`src/rtl/irq_prio_pkg.sv`:
```
package irq_prio_pkg;
  typedef enum logic [1:0] {
    LVL_NONE = 2'd0,
    LVL_LOW  = 2'd1,
    LVL_HIGH = 2'd2,
    LVL_TOP  = 2'd3
  } lvl_e;

  function automatic lvl_e svc_level(input logic [2:0] svc);
    if (svc[2])      return LVL_TOP;
    else if (svc[1]) return LVL_HIGH;
    else if (svc[0]) return LVL_LOW;
    else             return LVL_NONE;
  endfunction
endpackage

```
`src/rtl/irq_flag_bank.sv`:
```
module irq_flag_bank #(
  parameter int NSRC    = 6,
  parameter int RTC_IDX = NSRC - 1
) (
  input  logic            clk,
  input  logic            rst_n,
  input  logic [NSRC-1:0] hw_set,
  input  logic            sw_wr,
  input  logic [NSRC-1:0] sw_wdata,
  input  logic [NSRC-1:0] clr_mask,
  output logic [NSRC-1:0] flags
);
  logic [NSRC-1:0] kept, nxt;

  always_comb begin
    kept = flags & ~clr_mask;
    nxt  = kept;
    if (sw_wr) begin
      nxt = sw_wdata;
      nxt[RTC_IDX] = sw_wdata[RTC_IDX] & kept[RTC_IDX];
    end
    nxt = nxt | hw_set;
  end

  always_ff @(posedge clk or negedge rst_n) begin
    if (!rst_n) flags <= '0;
    else        flags <= nxt;
  end

  // software alone never raises the clock flag
  a_r10_rtc_no_sw_set: assert property (@(posedge clk) disable iff (!rst_n)
    (sw_wr && !flags[RTC_IDX] && !hw_set[RTC_IDX]) |=> !flags[RTC_IDX]);
endmodule

```
`src/rtl/irq_pick.sv`:
```
module irq_pick #(
  parameter int N  = 6,
  parameter int IW = 3
) (
  input  logic [N-1:0]  req,
  output logic          any,
  output logic [IW-1:0] idx
);
  always_comb begin
    idx = '0;
    for (int i = N - 1; i >= 0; i--) begin
      if (req[i]) idx = IW'(i);
    end
  end
  assign any = |req;
endmodule

```
`src/rtl/irq_svc_track.sv`:
```
module irq_svc_track
  import irq_prio_pkg::*;
(
  input  logic       clk,
  input  logic       rst_n,
  input  logic       push,
  input  lvl_e       push_lvl,
  input  logic       pop,
  output logic [2:0] svc
);
  logic [2:0] nxt;

  always_comb begin
    nxt = svc;
    if (pop) begin
      if (nxt[2])      nxt[2] = 1'b0;
      else if (nxt[1]) nxt[1] = 1'b0;
      else             nxt[0] = 1'b0;
    end
    if (push) begin
      case (push_lvl)
        LVL_TOP:  nxt[2] = 1'b1;
        LVL_HIGH: nxt[1] = 1'b1;
        LVL_LOW:  nxt[0] = 1'b1;
        default:  ;
      endcase
    end
  end

  always_ff @(posedge clk or negedge rst_n) begin
    if (!rst_n) svc <= '0;
    else        svc <= nxt;
  end

  // a new level must sit strictly above the level in service
  a_r5_push_above: assert property (@(posedge clk) disable iff (!rst_n)
    push |-> (push_lvl > svc_level(svc)));
  // a return removes exactly one level
  a_r11_pop_one: assert property (@(posedge clk) disable iff (!rst_n)
    (pop && !push && svc != 3'b000) |=> ($countones(svc) == $countones($past(svc)) - 1));
endmodule

```
`src/rtl/irq_prio_ctrl.sv`:
```
module irq_prio_ctrl
  import irq_prio_pkg::*;
#(
  parameter int NSRC = 6,
  localparam int IW  = $clog2(NSRC + 1)
) (
  input  logic            clk,
  input  logic            rst_n,
  input  logic [NSRC-1:0] hw_set,
  input  logic            pf_active,
  input  logic            pf_en,
  input  logic            glob_en,
  input  logic [NSRC-1:0] src_en,
  input  logic [NSRC-1:0] src_hi,
  input  logic            sw_wr,
  input  logic [NSRC-1:0] sw_wdata,
  input  logic            reti,
  output logic [NSRC-1:0] flags,
  output logic            pf_flag,
  output logic            ack,
  output logic [IW-1:0]   ack_id,
  output logic [1:0]      ack_lvl,
  output logic [2:0]      in_svc
);
  localparam logic [IW-1:0] PF_ID = IW'(NSRC);

  logic [NSRC-1:0] elig_hi, elig_lo, clr_mask;
  logic            any_hi, any_lo, grant;
  logic [IW-1:0]   idx_hi, idx_lo, cand_id;
  lvl_e            cand_lvl, cur_lvl;

  irq_flag_bank #(.NSRC(NSRC), .RTC_IDX(NSRC - 1)) u_flags (
    .clk, .rst_n, .hw_set, .sw_wr, .sw_wdata, .clr_mask, .flags
  );

  always_ff @(posedge clk or negedge rst_n) begin
    if (!rst_n) pf_flag <= 1'b0;
    else        pf_flag <= pf_active;
  end

  assign elig_hi = flags & src_en &  src_hi & {NSRC{glob_en}};
  assign elig_lo = flags & src_en & ~src_hi & {NSRC{glob_en}};

  irq_pick #(.N(NSRC), .IW(IW)) u_pick_hi (.req(elig_hi), .any(any_hi), .idx(idx_hi));
  irq_pick #(.N(NSRC), .IW(IW)) u_pick_lo (.req(elig_lo), .any(any_lo), .idx(idx_lo));

  always_comb begin
    if (pf_flag && pf_en) begin
      cand_lvl = LVL_TOP;  cand_id = PF_ID;
    end else if (any_hi) begin
      cand_lvl = LVL_HIGH; cand_id = idx_hi;
    end else if (any_lo) begin
      cand_lvl = LVL_LOW;  cand_id = idx_lo;
    end else begin
      cand_lvl = LVL_NONE; cand_id = '0;
    end
  end

  assign cur_lvl  = svc_level(in_svc);
  assign grant    = (cand_lvl > cur_lvl) && !ack;
  assign clr_mask = (grant && cand_lvl != LVL_TOP) ? (NSRC'(1) << cand_id) : '0;

  irq_svc_track u_svc (
    .clk, .rst_n, .push(grant), .push_lvl(cand_lvl), .pop(reti), .svc(in_svc)
  );

  always_ff @(posedge clk or negedge rst_n) begin
    if (!rst_n) begin
      ack     <= 1'b0;
      ack_id  <= '0;
      ack_lvl <= 2'd0;
    end else begin
      ack <= grant;
      if (grant) begin
        ack_id  <= cand_id;
        ack_lvl <= cand_lvl;
      end
    end
  end

  // acknowledge is a single-cycle pulse
  a_r2_ack_single: assert property (@(posedge clk) disable iff (!rst_n)
    ack |=> !ack);
  // only power-fail reaches the top level
  a_r6_top_only_pf: assert property (@(posedge clk) disable iff (!rst_n)
    (ack && ack_lvl == 2'd3) |-> (ack_id == PF_ID));
  // maskable acknowledges require the global enable
  a_r6_mask_needs_glob: assert property (@(posedge clk) disable iff (!rst_n)
    (ack && ack_lvl != 2'd3) |-> $past(glob_en));
endmodule

```
`config.mk`:
```
export PLATFORM = sky130hd
export DESIGN_NAME = irq_prio_ctrl
export DESIGN_NICKNAME = d
export VERILOG_FILES = /design/src/rtl/irq_prio_pkg.sv /design/src/rtl/irq_flag_bank.sv /design/src/rtl/irq_pick.sv /design/src/rtl/irq_svc_track.sv /design/src/rtl/irq_prio_ctrl.sv
export SDC_FILE = /design/constraint.sdc
export NUM_CORES = 1
export LEC_CHECK = 0
export CAP_MARGIN = 20
export CORE_MARGIN = 1
export CORE_UTILIZATION = 35
export CTS_BUF_LIST = sky130_fd_sc_hd__clkbuf_4 sky130_fd_sc_hd__clkbuf_8
export CTS_CLUSTER_DIAMETER = 30
export DETAILED_ROUTE_END_ITERATION = 16
export PLACE_DENSITY = 0.79
export SYNTH_ARGS = -nofsm -noshare
export SYNTH_HDL_FRONTEND = slang
export SYNTH_SLANG_ARGS = --single-unit
```
`constraint.sdc`:
```
create_clock -name clk -period 2.9 [get_ports clk]
set_clock_uncertainty 0.05 [all_clocks]
set_input_delay 0.58 -clock clk [delete_from_list [all_inputs] [get_ports clk]]
set_output_delay 0.58 -clock clk [all_outputs]
set_load 0.005 [all_outputs]
```
==> results.toml <==
[global_route]
grt.overflow.total = 0
grt_pass1_vias = 1136
grt_max_degree = 17
grt_use_total_pct = 20.4
antenna_found_initial = 0
grt_pass1_wl_um = 5130

[yosys]
yosysMostFrequentCell = "dfrtp_1"
synth.cell_area_um2 = 1020
synth_nets = 139
synth_top_area_share_pct = 39.2
ys_ff_latch = 16
synthCells = 106
ys.flop_type = "dfrtp_1"
synth-edff-count = 0
synth.avg_cell_area_um2 = 9.63
yosysUniqueCellTypes = 31
yosysSeqAreaShare_pct = 39.2
async_reset_ff_share_pct = 100
synth_warnings = 0
yosysTopAreaCell = "dfrtp_1"
synth_common_cells = "dfrtp_1 (16), a21oi_1 (10), nand2_1 (10)"
synth.area.top_cells = "dfrtp_1 (39%), and4b_2 (5.5%), a21oi_1 (4.9%)"

[finish]
antennaDiodeCount = 0
design_area_um2 = 1780
layout.nets = 211
ff_latch_area_um2 = 400
nFillCells = 226
multi_input_comb_area_um2 = 654
area_growth_pct = 74.8
drive_gt1_share_pct = 29.9
stdcell_count = 208

[cts]
clock_path_buffers = 2
hold_buffers = 0
cts.sinks = 16
clk_pin_slew_worst_paths_ns = 0.09
cts_tree = "built"
root_buffer = "clkbuf_4"
htree_levels = 1
insertion_delay_ns = 0.28
cts-buffers-inserted = 3

[timing]
setup-tns-final_ns = 0
finalCritPeriodShare_pct = 98.2
setup_viol = 0
fmax_ghz = 0.351
layout_setup_ws_ns = 0.0514
tightest_slew_ns = 0.684
relSlewSlack_pct = 54.2
final.min_clock_period_ns = 2.85
timing_hold_violations_final = 0
drv_slew = 0

[floorplan]
core-area_um2 = 2760
die_area_um2 = 3140
start_util_pct = 37.0
die_x_um = 56.0
die_h_um = 56.0
rows = 19
ios = 47

[placed_design]
dpl.hpwl_um = 2570
port_buffers = 46
pre_cts_slack_ns = -0.570
dpl_cell_area_um2 = 1660
gp_congestion = 0.800
dp_cells = 201

[routing]
drc = 0
ant_nets = 0
drt_wl_total_um = 3090
first_pass_iters = 5
viasPerCell = 5.36
vias = 1115
drt_iter0_markers = 33
wl_per_cell_um = 14.8

[min_path]
holdPathEnd = "ack_id[0]"
hold_depth = 2
hp-start = "ack_id[0]"
min_path_type = "flop to flop"

[critical_path]
start_kind = "input pin"
crit_path_max_fanout = 5
critPathCaptureType = "flop"
ff2ff_setup_slack_ns = 0.34
rr_worst_depth = 11
r2r_end = "u_flags.flags[0]"
crit_type = "input pin to flop"
worstReg2RegStart = "u_flags.flags[1]"
required_ns = 3.00
cp_data_arrival_time_ns = 2.95

[power]
design_power_total_w = 0.00114
ir_worst_vdd_v = 0.000526
p_leak_nw = 0.765
powerDensity_nw_per_um2 = 637

[status]
status = "finished clean"

[run]
drv_cap = 0
## what timing repair did
item                       4_1_cts  5_1_grt
buffers inserted                 0        3
resized for setup                5       13
setup endpoints to repair       10        8
pin swaps                        1        6
## cell usage in the layout (no fill, tap or decap), types with 2 or more instances in the layout
cell type | Yosys | final
nand4_1 | 4 | 4
o31ai_1 | 2 | 2
and4_4 | 2 | 2
a21oi_2 | 0 | 2
dfrtp_1 | 16 | 16
inv_1 | 6 | 5
nand4b_1 | 3 | 3
clkdlybuf4s50_1 | 0 | 42
clkbuf_4 | 0 | 3
and4b_2 | 5 | 5
o211ai_1 | 2 | 2
o21ai_1 | 3 | 2
or2_4 | 1 | 2
a31oi_1 | 4 | 4
dlymetal6s2s_1 | 0 | 3
o21ai_0 | 7 | 7
nand2_1 | 10 | 8
nand2b_1 | 2 | 2
a21oi_1 | 10 | 8
a41oi_1 | 4 | 3
a21boi_0 | 4 | 4
nand2_2 | 0 | 2
nor2_1 | 6 | 5
buf_4 | 0 | 22
## sequential cells by signal, indices dropped and copies added (netlist names)
register,flops
pf_flag,1
u_svc.svc,3
u_flags.flags,6
ack,1
ack_lvl,2
ack_id,3
## layer usage
layer / GRT usage (%) / wire length, µm / vias up
li1: - / - / 560
met1: 27.9 / 1440 / 534
met2: 34.4 / 1550 / 19
met3: 2.33 / 80 / 2
met4: 5.23 / 24 / 0
met5: 0 / 0 / -
## cell type report
cell class,instances,area share (%)
clock buffer,4,2.03
sequential,16,22.4
timing repair buffer,68,35.4
multi-input combinational,83,36.7
tap,31,2.17
inverter,6,1.26
## worst max-delay path by stage
| stage | slack (ns) | endpoint | startpoint |
|---|---|---|---|
| final | 0.05 | u_flags.flags[0] | src_en[5] |
| after global placement | -0.46 | u_flags.flags[2] | glob_en |
| after CTS | 0.007 | u_flags.flags[3] | src_hi[3] |
| after detailed placement | -0.57 | u_flags.flags[0] | glob_en |
| after floorplan | 0.002 | u_flags.flags[3] | glob_en |
| after global routing | -0.06 | u_flags.flags[0] | src_en[5] |
## worst max-delay path: stages
cell and delay, ns:
clkdlybuf4s50_1 0.49, and4b_2 0.28, nor2b_4 0.06, a2111oi_4 0.39, a21oi_2 0.07, ha_1 0.31
a21oi_2 0.17, o21ai_2 0.09, inv_2 0.06, nand2_2 0.07, o21ba_4 0.26, a41oi_2 0.11
## report_power, final
group | switching (W) | internal, W
clock network | 0.0000703 | 0.0000764
logic | 0.000281 | 0.000368
registers | 0.0000493 | 0.000292
## metrics by stage
step           hold WS, ns  util, %
3_5_place_dp         0.432     60.1
5_1_grt              0.491     64.7
4_1_cts              0.458     61.9
3_3_place_gp         0.421     60.1
2_1_floorplan        0.234        -
6_report             0.451     64.7
## cells by family after synthesis
logic type | Yosys count | share of synthesized area, %
compound gates | 41 | 28.6
fa+ha+maj | 2 | 2.45
buf+inv | 7 | 3.31
flops | 16 | 39.2
simple gates | 40 | 26.5
Power figures use the tool's default switching activity.
